File: src/rtl/tdm_smp_pkg.sv
package tdm_smp_pkg;

    localparam int CODE_W = 5;
    localparam int OFFS_W = 6;
    localparam int QUARTERS_PER_BIT = 4;

    typedef enum logic {
        MODE_QUARTER = 1'b0,
        MODE_SPLIT   = 1'b1
    } smp_mode_e;

    typedef struct packed {
        logic [2:0] whole;
        logic [1:0] phase;
    } delay_code_t;

    // quarter offset of bit 0's sampling instant from the frame-pulse cycle
    function automatic logic [OFFS_W-1:0] calc_offset(smp_mode_e mode, delay_code_t code);
        logic [OFFS_W-1:0] offs;
        if (mode == MODE_QUARTER) begin
            offs = OFFS_W'(3) + {1'b0, code};
        end else begin
            offs = {1'b0, code.whole, 2'b00} + {4'b0000, code.phase} + OFFS_W'(1);
        end
        return offs;
    endfunction

endpackage

File: src/rtl/tdm_phase_ctr.sv
module tdm_phase_ctr #(
    parameter int FRAME_Q = 1024,
    localparam int QW = $clog2(FRAME_Q)
) (
    input  logic          clk,
    input  logic          rst,
    input  logic          frame_pulse,
    output logic [QW-1:0] qnow,
    output logic          seen_fp
);

    logic [QW-1:0] qcnt_r;

    assign qnow = frame_pulse ? '0 : qcnt_r;

    always_ff @(posedge clk) begin
        if (rst) begin
            qcnt_r  <= '0;
            seen_fp <= 1'b0;
        end else begin
            qcnt_r <= (qnow == QW'(FRAME_Q - 1)) ? '0 : qnow + QW'(1);
            if (frame_pulse) begin
                seen_fp <= 1'b1;
            end
        end
    end

endmodule

File: src/rtl/tdm_offset_sel.sv
module tdm_offset_sel
    import tdm_smp_pkg::*;
(
    input  logic                 clk,
    input  logic                 rst,
    input  logic                 frame_pulse,
    input  logic                 mode_split,
    input  logic [CODE_W-1:0]    delay_code,
    output logic [OFFS_W-1:0]    offs_now
);

    logic [OFFS_W-1:0] offs_r;
    logic [OFFS_W-1:0] offs_new;

    assign offs_new = calc_offset(smp_mode_e'(mode_split), delay_code_t'(delay_code));
    assign offs_now = frame_pulse ? offs_new : offs_r;

    always_ff @(posedge clk) begin
        if (rst) begin
            offs_r <= calc_offset(MODE_QUARTER, '0);
        end else begin
            offs_r <= offs_now;
        end
    end

endmodule

File: src/rtl/tdm_sample_strobe.sv
module tdm_sample_strobe
    import tdm_smp_pkg::*;
#(
    parameter int FRAME_BITS = 256,
    localparam int FRAME_Q = FRAME_BITS * QUARTERS_PER_BIT,
    localparam int QW = $clog2(FRAME_Q),
    localparam int IDX_W = $clog2(FRAME_BITS)
) (
    input  logic              clk,
    input  logic              rst,
    input  logic [QW-1:0]     qnow,
    input  logic [OFFS_W-1:0] offs_now,
    input  logic              seen_fp,
    input  logic              ser_in,
    output logic              bit_out,
    output logic              bit_valid,
    output logic [IDX_W-1:0]  bit_index
);

    logic [QW-1:0]    offs_ext;
    logic [QW-1:0]    diff;
    logic             strobe;
    logic             emit;
    logic [IDX_W-1:0] idx;
    logic             synced_r;

    assign offs_ext = QW'(offs_now);

    // distance from bit 0's instant, modulo the frame length in quarters
    generate
        if ((FRAME_Q & (FRAME_Q - 1)) == 0) begin : g_pow2
            assign diff = qnow - offs_ext;
        end else begin : g_general
            assign diff = (qnow >= offs_ext) ? (qnow - offs_ext)
                                             : (qnow + QW'(FRAME_Q) - offs_ext);
        end
    endgenerate

    assign strobe = (diff[1:0] == 2'b00);
    assign idx    = diff[QW-1:2];
    assign emit   = strobe && seen_fp && (synced_r || (idx == '0));

    always_ff @(posedge clk) begin
        if (rst) begin
            synced_r  <= 1'b0;
            bit_out   <= 1'b0;
            bit_valid <= 1'b0;
            bit_index <= '0;
        end else begin
            bit_valid <= emit;
            if (emit) begin
                synced_r  <= 1'b1;
                bit_out   <= ser_in;
                bit_index <= idx;
            end
        end
    end

endmodule

File: src/rtl/tdm_bit_sampler.sv
module tdm_bit_sampler
    import tdm_smp_pkg::*;
#(
    parameter int FRAME_BITS = 256
) (
    input  logic                          clk,
    input  logic                          rst,
    input  logic                          frame_pulse,
    input  logic                          ser_in,
    input  logic                          mode_split,
    input  logic [4:0]                    delay_code,
    output logic                          bit_out,
    output logic                          bit_valid,
    output logic [$clog2(FRAME_BITS)-1:0] bit_index
);

    localparam int FRAME_Q = FRAME_BITS * QUARTERS_PER_BIT;
    localparam int QW      = $clog2(FRAME_Q);

    logic [QW-1:0]     qnow;
    logic              seen_fp;
    logic [OFFS_W-1:0] offs_now;

    tdm_phase_ctr #(.FRAME_Q(FRAME_Q)) u_phase (
        .clk         (clk),
        .rst         (rst),
        .frame_pulse (frame_pulse),
        .qnow        (qnow),
        .seen_fp     (seen_fp)
    );

    tdm_offset_sel u_offs (
        .clk         (clk),
        .rst         (rst),
        .frame_pulse (frame_pulse),
        .mode_split  (mode_split),
        .delay_code  (delay_code),
        .offs_now    (offs_now)
    );

    tdm_sample_strobe #(.FRAME_BITS(FRAME_BITS)) u_strobe (
        .clk       (clk),
        .rst       (rst),
        .qnow      (qnow),
        .offs_now  (offs_now),
        .seen_fp   (seen_fp),
        .ser_in    (ser_in),
        .bit_out   (bit_out),
        .bit_valid (bit_valid),
        .bit_index (bit_index)
    );

endmodule

File: config.mk
export PLATFORM = sky130hd
export DESIGN_NAME = tdm_bit_sampler
export DESIGN_NICKNAME = d
export VERILOG_FILES = /design/src/rtl/tdm_smp_pkg.sv /design/src/rtl/tdm_phase_ctr.sv /design/src/rtl/tdm_offset_sel.sv /design/src/rtl/tdm_sample_strobe.sv /design/src/rtl/tdm_bit_sampler.sv
export SDC_FILE = /design/constraint.sdc
export NUM_CORES = 1
export LEC_CHECK = 0
export BUFFER_PORTS_ARGS = -buffer_cell sky130_fd_sc_hd__buf_2
export CORE_MARGIN = 2
export CORE_UTILIZATION = 30
export DETAILED_ROUTE_END_ITERATION = 7
export GPL_TIMING_DRIVEN = 0
export PLACE_DENSITY_LB_ADDON = 0.2
export SLEW_MARGIN = 20
export SYNTH_ARGS = -nofsm -noshare
export SYNTH_HDL_FRONTEND = slang
export SYNTH_SLANG_ARGS = --single-unit
File: constraint.sdc
create_clock -name clk -period 4.2 [get_ports clk]
set_input_delay 0.84 -clock clk [delete_from_list [all_inputs] [get_ports clk]]
set_output_delay 0.84 -clock clk [all_outputs]
set_load 0.02 [all_outputs]
# [Yosys cells after proc, flatten, opt, wreduce, memory -nomap -nowiden]
# Index checks and enable logic that the tools add are counted.
[totals] regBits=28 word_cells=22
[classes] n_addsub=5 eq_ne=1 muxes=3 reduce_logical=6
[ops] op="2-to-1 mux 6 bit" count=2
[ops] op="adder 10 x 1 -> 10 bit, second input constant" count=1
[ops] op="equality test 10 bit, second input constant" count=1
[ops] op="2-to-1 mux 10 bit" count=1
[ops] op="subtractor 10 x 6 -> 10 bit" count=1
[ops] op="logical NOT 8 bit" count=1
[ops] op="adder 2 x 5 -> 6 bit, first input constant" count=1
[ops] op="adder 5 x 2 -> 6 bit" count=1
[ops] op="adder 6 x 1 -> 6 bit, second input constant" count=1
[ops] op="logical AND 1 bit" count=2
[ops] op="logical NOT 2 bit" count=1
[ops] op="OR reduction 2 bit" count=1
[ops] op="logical OR 1 bit" count=1

# [Logic depth before layout (Yosys ltp)]
# Gate-level depths: netlist of the first run.
[depth] word_depth=8 depth_mapped=16 mapped_depth_nobuf=15

# [Cells and area by module]
# Synthesis of the first run repeated with hierarchy kept, for this count alone.
[hier_totals] cells_unflattened=230 hier_area_um2=1878.1
[modules_own_cells] mod="tdm_sample_strobe" instances=1 cells_per_inst=125 area_per_inst_um2=954.7 seq_area_each_um2=220.2
[modules_own_cells] mod="tdm_phase_ctr" instances=1 cells_per_inst=59 area_per_inst_um2=545.5 seq_area_each_um2=220.2
[modules_own_cells] mod="tdm_offset_sel" instances=1 cells_per_inst=46 area_per_inst_um2=377.9 seq_area_each_um2=120.1

# [Worst setup path after synthesis of the first run]
# No wires, ideal clock.
[synth_path] path_type="input-to-reg" start="input frame_pulse" end="register u_strobe.bit_out" arrival_time_ns=4.372 path_slack_ns=-0.235 cell_stages=14 path_buffers=4 cell_sequence="clkbuf_1 -> buf_2 -> buf_1 -> mux2i_1 -> ha_1 -> nor2b_1 -> or4b_4 -> a31oi_2 -> o21ai_1 -> xnor2_1 -> or4_1 -> buf_2 -> or4_1 -> nand3_1"
[synth_between] elab_chain_len=5 word_cells_on_any_way=8
[synth_lines] item="start, declared" line_no="tdm_bit_sampler.sv:8" rtl="input logic frame_pulse,"
[synth_lines] item="2-to-1 mux 10 bit / 2-to-1 mux 6 bit (equally long branches)" line_no="tdm_phase_ctr.sv:14, tdm_offset_sel.sv:16"
[synth_lines] item="subtractor 10 x 6 -> 10 bit *" line_no="tdm_sample_strobe.sv:32" rtl="assign diff = qnow - offs_ext;"
[synth_lines] item="logical NOT 8 bit / logical NOT 2 bit (equally long branches)" line_no="tdm_sample_strobe.sv:41, tdm_sample_strobe.sv:39"
[synth_lines] item="logical OR 1 bit / logical AND 1 bit (equally long branches)" line_no="tdm_sample_strobe.sv:41" rtl="assign emit = strobe && seen_fp && (synced_r || (idx == '0));"
[synth_lines] item="logical AND 1 bit *" line_no="tdm_sample_strobe.sv:41"
[synth_lines] item="end signal, assigned" line_no="tdm_sample_strobe.sv:53" rtl="bit_out <= ser_in;"
[synth_lines] item="end, declared" line_no="tdm_sample_strobe.sv:15" rtl="output logic bit_out,"
# Every way passes the cells marked *; elsewhere a longest branch is shown, timed or not.
# A chain may end at the register's enable or synchronous reset.

# [Final worst setup path of the first run]
[layout_path] start="input delay_code[0]" end="register u_strobe.bit_out"
[layout_between] elab_chain_len=8 word_cells_on_any_way=11
[layout_lines] item="start, declared" line_no="tdm_bit_sampler.sv:11" rtl="input logic [4:0] delay_code,"
[layout_lines] item="adder 5 x 2 -> 6 bit" line_no="tdm_smp_pkg.sv:23" rtl="offs = {1'b0, code.whole, 2'b00} + {4'b0000, code.phase} + OFFS_W'(1);"
[layout_lines] item="adder 6 x 1 -> 6 bit" line_no="tdm_smp_pkg.sv:23"
[layout_lines] item="2-to-1 mux 6 bit *" line_no="tdm_smp_pkg.sv:20" rtl="if (mode == MODE_QUARTER) begin"
[layout_lines] item="2-to-1 mux 6 bit *" line_no="tdm_offset_sel.sv:16" rtl="assign offs_now = frame_pulse ? offs_new : offs_r;"
[layout_lines] item="subtractor 10 x 6 -> 10 bit *" line_no="tdm_sample_strobe.sv:32"
[layout_lines] item="logical NOT 8 bit / logical NOT 2 bit (equally long branches)" line_no="tdm_sample_strobe.sv:41, tdm_sample_strobe.sv:39"
[layout_lines] item="logical OR 1 bit / logical AND 1 bit (equally long branches)" line_no="tdm_sample_strobe.sv:41"
[layout_lines] item="logical AND 1 bit *" line_no="tdm_sample_strobe.sv:41"
# Marked as above.

==> flow_metrics.env, run 1 <==
export IMPL_ys_top_cells_by_count="29 x nor2_1, 28 x dfxtp_1, 19 x nand2_1, 14 x nor2b_1, 12 x xnor2_1"
export IMPL_antenna_cells=0
export IMPL_fp_row_count=29
export IMPL_setup_viol=0
export IMPL_layout_nets=283
export IMPL_grt_antenna_before_repair=0
export IMPL_ys_async_sr_fraction=0
export IMPL_synth_edf_count=0
export IMPL_hold_viol=0
export IMPL_max_freq_mhz=246
export IMPL_yosys_top_cells_area="dfxtp_1 29%, nor2_1 5.7%, xnor2_1 5.5%, ha_1 4.6%, nor2b_1 4.6%"
export IMPL_wl_per_cell_microns=13.8
export IMPL_hold_buffers=0
export IMPL_critPathCaptureType="register"
export IMPL_hpwl_mm=3.69
export IMPL_ios=20
export IMPL_yosysTopAreaCellShare=0.292
export IMPL_cts_made_buffers=3
export IMPL_ys_seq_elements=28
export IMPL_worstSetupPathType="input port to register"
export IMPL_worstHoldStart="u_strobe.bit_index[2]"
export IMPL_clock_sinks=28
export IMPL_power_leakage_nw=0.962
export IMPL_slew_headroom=0.606
export IMPL_core_sq_um=6280
export IMPL_cp_required_ps=4430
export IMPL_synth_most_common_cell="nor2_1"
export IMPL_min_path_type="register to register"
export IMPL_start_util=0.305
export IMPL_initialDrtViolationCount=68
export IMPL_cts_clk_slew_worst_paths_ps=90
export IMPL_clock_skew_ps=4.02
export IMPL_routed_wl_mm=4.69
export IMPL_root_buffer="clkbuf_8"
export IMPL_yosys_warnings=0
export IMPL_grt_overflow=0
export IMPL_cts_tree="done"
export IMPL_grt_max_degree=17
export IMPL_rsz0062_at_grt="no"
export IMPL_seq_area_frac_synth=0.292
export IMPL_drc=0
export IMPL_track_usage=0.137
export IMPL_clockBufferDepth=2
export IMPL_syn_to_final_growth_pct=17.7
export IMPL_gp_congestion=0.877
export IMPL_status="completed"
export IMPL_power_density_nw_per_um2=244
export IMPL_die_width_microns=83.9
export IMPL_final_cell_area_sq_um=2260
export IMPL_vias=1720
export IMPL_critPathLaunchType="input port"
export IMPL_period_minus_slack_ps=4070
export IMPL_synthesis_area_sq_um=1920
export IMPL_syn_nets=259
export IMPL_period_share=0.968
export IMPL_place_area_sq_um=2140
export IMPL_worstReg2RegStart="u_phase.qcnt_r[2]"
export IMPL_drive_above_1_share=0.202
export IMPL_grt_pass1_vias=1620
export IMPL_crit_start="delay_code[0]"
export IMPL_die_y_microns=83.9
export IMPL_ys_types=58
export IMPL_ant_nets=0
export IMPL_crit_fanout=8
export IMPL_viasPerCell=5.06
export IMPL_drv_cap=0
export IMPL_grt_pass1_wl_mm=7.81
export IMPL_ir_drop_mv=0.151
export IMPL_finalPower_mw=0.550
export IMPL_tightest_slew_ps=592
export IMPL_syn_inst=241
export IMPL_slew_violations=0
export IMPL_holdWs_ps=466
export IMPL_synth_largest_area_cell="dfxtp_1"
export IMPL_die_area_sq_um=7050
export IMPL_h_tree_depth=1
export IMPL_postSynthAreaPerCell_sq_um=7.95
export IMPL_portBuffers=19
export IMPL_insertion_delay_ps=270
export IMPL_final_core_util=0.359
export IMPL_dr_pass1_iters=4
export IMPL_ys_flop_type="dfxtp_1"
export IMPL_worstPathArrival_ps=4290
-- power breakdown --
part / switching (mW) / leakage (nW) / internal, mW
Clock: 0.0832 / 0.0216 / 0.0645
Sequential: 0.00365 / 0.228 / 0.271
Combinational: 0.0733 / 0.713 / 0.0540
-- routing by layer --
layer,global-route usage,vias to the layer above,share of wire
met3,0.0237,4,0.026
li1,-,901,-
met5,0,-,0
met4,0.0308,0,0.014
met1,0.184,793,0.51
met2,0.231,22,0.45
-- worst max-delay path, cell delays in order --
cell,delay [ps]
buf_8,90
inv_2,30
ha_2,160
nor2b_4,130
or2_4,230
xnor2_2,130
mux2i_1,180
ha_1,310
nor2b_4,150
or4b_4,490
a31oi_4,210
o2111ai_2,130
o2bb2ai_2,160
or4_4,540
or4_4,430
nand3_2,60
-- state kept, by name, indices dropped and copies added (netlist names) --
register / cells
u_phase.qcnt_r: 10
u_strobe.bit_index: 8
u_offs.offs_r: 6
u_phase.seen_fp: 1
u_strobe.bit_out: 1
u_strobe.bit_valid: 1
u_strobe.synced_r: 1
-- cell type report --
cell class	instances	area (sq um)
buffer	6	31.3
clock buffer	3	41.3
fill	671	4020
inverter	11	41.3
multi-input combinational	194	1360
sequential	28	561
tap	77	96.3
timing repair buffer	21	129
-- through the flow --
stage / setup slack [ps] / std cells / TNS [ps]
finish: 133 / 340 / 0
global route: 7.14 / 340 / 0
CTS: 16.2 / 341 / 0
detailed placement: -640 / 337 / -5780
global placement: -642 / 337 / -5910
floorplan: -29.4 / 241 / -29.4
-- cell families (layout without fill, tap and decap cells) --
logic type | count (synthesis) | after routing | share of synthesized area
xor+xnor | 17 | 17 | 0.0777
compound gates | 56 | 56 | 0.211
buf+inv | 19 | 41 | 0.0392
mux | 6 | 6 | 0.0326
fa+ha+maj | 8 | 8 | 0.0561
simple gates | 107 | 107 | 0.290
flops | 28 | 28 | 0.292
-- timing repair --
| action | CTS | global route |
|---|---|---|
| gates resized for setup | 9 | 11 |
| pin swaps | 5 | 4 |
| setup endpoints to repair | 11 | 9 |
| setup buffers | 2 | 0 |
-- cells in the final DEF (no fill, tap or decap), types with 6 or more instances in the layout --
master,n
a21oi_1,7
and3_1,9
buf_2,17
dfxtp_1,28
ha_1,6
inv_1,9
nand2_1,19
nand3_1,9
nor2_1,29
nor2b_1,12
o21ai_0,7
xnor2_1,11
-- final timing paths --
path | endpoint | slack, ps | cells after the start
max | u_strobe.bit_out | 130 | 16
min | u_strobe.bit_index[2] | 470 | 2
max reg2reg | u_strobe.bit_out | 1060 | 10
min reg2reg | u_strobe.bit_index[2] | 470 | 2
(Power assumes the default switching activity.)
==> run 2, diff against run 1 <==
- BUFFER_PORTS_ARGS: -buffer_cell sky130_fd_sc_hd__buf_2 -> not set
- DONT_BUFFER_PORTS: not set -> 1
==> run 2 against run 1 <==
Routed wire length grew 3.1%. First-iteration DRC count is 71% higher. Sequential share of layout area is 0.59 points higher. Hold slack gained 13 ps. Critical endpoint unchanged. Largest cell class unchanged. Highest routed layer unchanged.
==> flow_metrics.env, run 2 (synthesis gave the netlist of run 1 again) <==
export IMPL_status="completed"
export IMPL_wl_per_cell_microns=14.9
export IMPL_die_area_sq_um=7050
export IMPL_crit_fanout=8
export IMPL_insertion_delay_ps=280
export IMPL_worstPathArrival_ps=4260
export IMPL_slowest_stage="or4_4"
export IMPL_syn_to_final_growth_pct=14.9
export IMPL_critPathLaunchType="input port"
export IMPL_fillCellCount=691
export IMPL_slew_headroom=0.628
export IMPL_cts_tree="done"
export IMPL_cts_made_buffers=3
export IMPL_clock_sinks=28
export IMPL_core_sq_um=6280
export IMPL_cp_cell_sequence="inv_1 -> ha_1 -> nor2b_4 -> or2_4 -> xnor2_2 -> mux2i_1 -> ha_1 -> nor2b_4 -> or4b_4 -> a31oi_4 -> o2111ai_2 -> o2bb2ai_4 -> or4_4 -> or4_1 -> nand3_1"
export IMPL_tightest_slew_ps=558
export IMPL_setup_viol=0
export IMPL_switching_share=0.268
export IMPL_power_density_nw_per_um2=280
export IMPL_die_y_microns=83.9
export IMPL_grt_overflow=0
export IMPL_top_regs="u_phase.qcnt_r (10), u_strobe.bit_index (8), u_offs.offs_r (6)"
export IMPL_period_share=0.962
export IMPL_largest_reg_flops=10
export IMPL_finalPower_mw=0.617
export IMPL_grt_max_degree=17
export IMPL_ios=20
export IMPL_layout_nets=266
export IMPL_final_cell_area_sq_um=2200
export IMPL_use_met2=0.239
export IMPL_drive_above_1_share=0.146
export IMPL_use_met1=0.198
export IMPL_hold_viol=0
export IMPL_hold_buffers=0
export IMPL_gp_congestion=0.856
export IMPL_max_freq_mhz=248
export IMPL_place_area_sq_um=2050
export IMPL_drc=0
export IMPL_slew_violations=0
export IMPL_multiInputGateArea_sq_um=1370
export IMPL_cts_clk_slew_worst_paths_ps=110
export IMPL_ant_nets=0
export IMPL_critPathCaptureType="register"
export IMPL_numPlacedInstances=318
export IMPL_grt_pass1_wl_mm=8.19
export IMPL_use_met3=0.0129
export IMPL_fp_row_count=29
export IMPL_dr_pass1_iters=4
export IMPL_clockBufferDepth=2
export IMPL_die_width_microns=83.9
export IMPL_cp_required_ps=4420
export IMPL_hpwl_mm=3.72
export IMPL_antenna_cells=0
export IMPL_routed_wl_mm=4.84
export IMPL_vias=1687
export IMPL_portBuffers=0
export IMPL_viasPerCell=5.21
export IMPL_min_path_type="register to register"
export IMPL_period_minus_slack_ps=4040
export IMPL_grt_antenna_before_repair=0
export IMPL_power_internal_mw=0.452
export IMPL_max_stage_delay_ps=540
export IMPL_clock_skew_ps=12.3
export IMPL_drv_cap=0
export IMPL_power_leakage_nw=0.884
export IMPL_comb_power_share=0.200
export IMPL_track_usage=0.143
export IMPL_register_area_sq_um=561
export IMPL_busiest_layer="met2"
export IMPL_grt_pass1_vias=1633
export IMPL_initialDrtViolationCount=116
export IMPL_mostFrequentLayoutCell="nor2_1"
export IMPL_worstSetupPathType="input port to register"
export IMPL_start_util=0.305
export IMPL_holdWs_ps=478
export IMPL_root_buffer="clkbuf_8"
export IMPL_largest_register="u_phase.qcnt_r"
export IMPL_ir_drop_mv=0.144
export IMPL_mostFrequentLayoutCells="29 x nor2_1, 28 x dfxtp_1, 19 x nand2_1"
export IMPL_cp_num_buf_inv=1
export IMPL_seq_power_share=0.445
export IMPL_h_tree_depth=1
export IMPL_pwr_share_clk=0.355
export IMPL_setup_tns_ps=0
export IMPL_stdcell_count=324
export IMPL_p_sw_mw=0.166
export IMPL_path_delay_family="simple AND/OR/NAND/NOR gates"
[run 2: cell types whose count changed in the layout (fill, tap and decap cells not counted), sizes merged]
cell    change
clkbuf      -1
buf        -16
bufinv      +1
[run 2: power groups by stage]
stage	registers, mW	logic (mW)	clock network [mW]
2_1_floorplan	0.280	0.0856	0
3_3_place_gp	0.281	0.109	0
3_5_place_dp	0.281	0.109	0
4_1_cts	0.275	0.112	0.230
5_1_grt	0.276	0.138	0.235
6_report	0.275	0.123	0.219
[run 2: final timing paths]
path / start / endpoint / slack (ps) / cells past startpoint
worst max-delay path: delay_code[0] / u_strobe.bit_out / 160 / 15
worst min-delay path: u_phase.seen_fp / u_phase.seen_fp / 480 / 2
worst max register to register: u_offs.offs_r[5] / u_strobe.bit_out / 1000 / 10
worst min register to register: u_phase.seen_fp / u_phase.seen_fp / 480 / 2
[run 2: per-stage QoR]
stage	setup slack, ps	utilization
final	161	0.351
after global routing	-1.10	0.351
after CTS	39.4	0.339
after detailed placement	-437	0.326
after global placement	-449	0.326
after floorplan	-29.4	-
[run 2: repair_timing]
action,4_1_cts,5_1_grt
pin swaps,1,5
buffers inserted,1,2
endpoints found under the setup margin,7,11
gates resized for setup,2,14
[run 2: cell type report]
type,count,area share
clock inverter,1,0.0136
tap,77,0.0437
buffer,7,0.0182
inverter,11,0.0187
clock buffer,3,0.0187
timing repair buffer,3,0.0102
sequential,28,0.254
multi-input combinational,194,0.622
[run 2: tightest hold or removal path: stages (launching register included)]
cell     delay, ps
dfxtp_1        340
nor2_1          40
nor2_1          70
[run 2: metal layers]
| layer | wire [microns] | part of all wire | up-vias |
|---|---|---|---|
| li1 | - | - | 864 |
| met2 | 2290 | 0.47 | 25 |
| met3 | 106 | 0.022 | 4 |
| met1 | 2400 | 0.50 | 794 |
| met4 | 42 | 0.0087 | 0 |
| met5 | 0 | 0 | - |
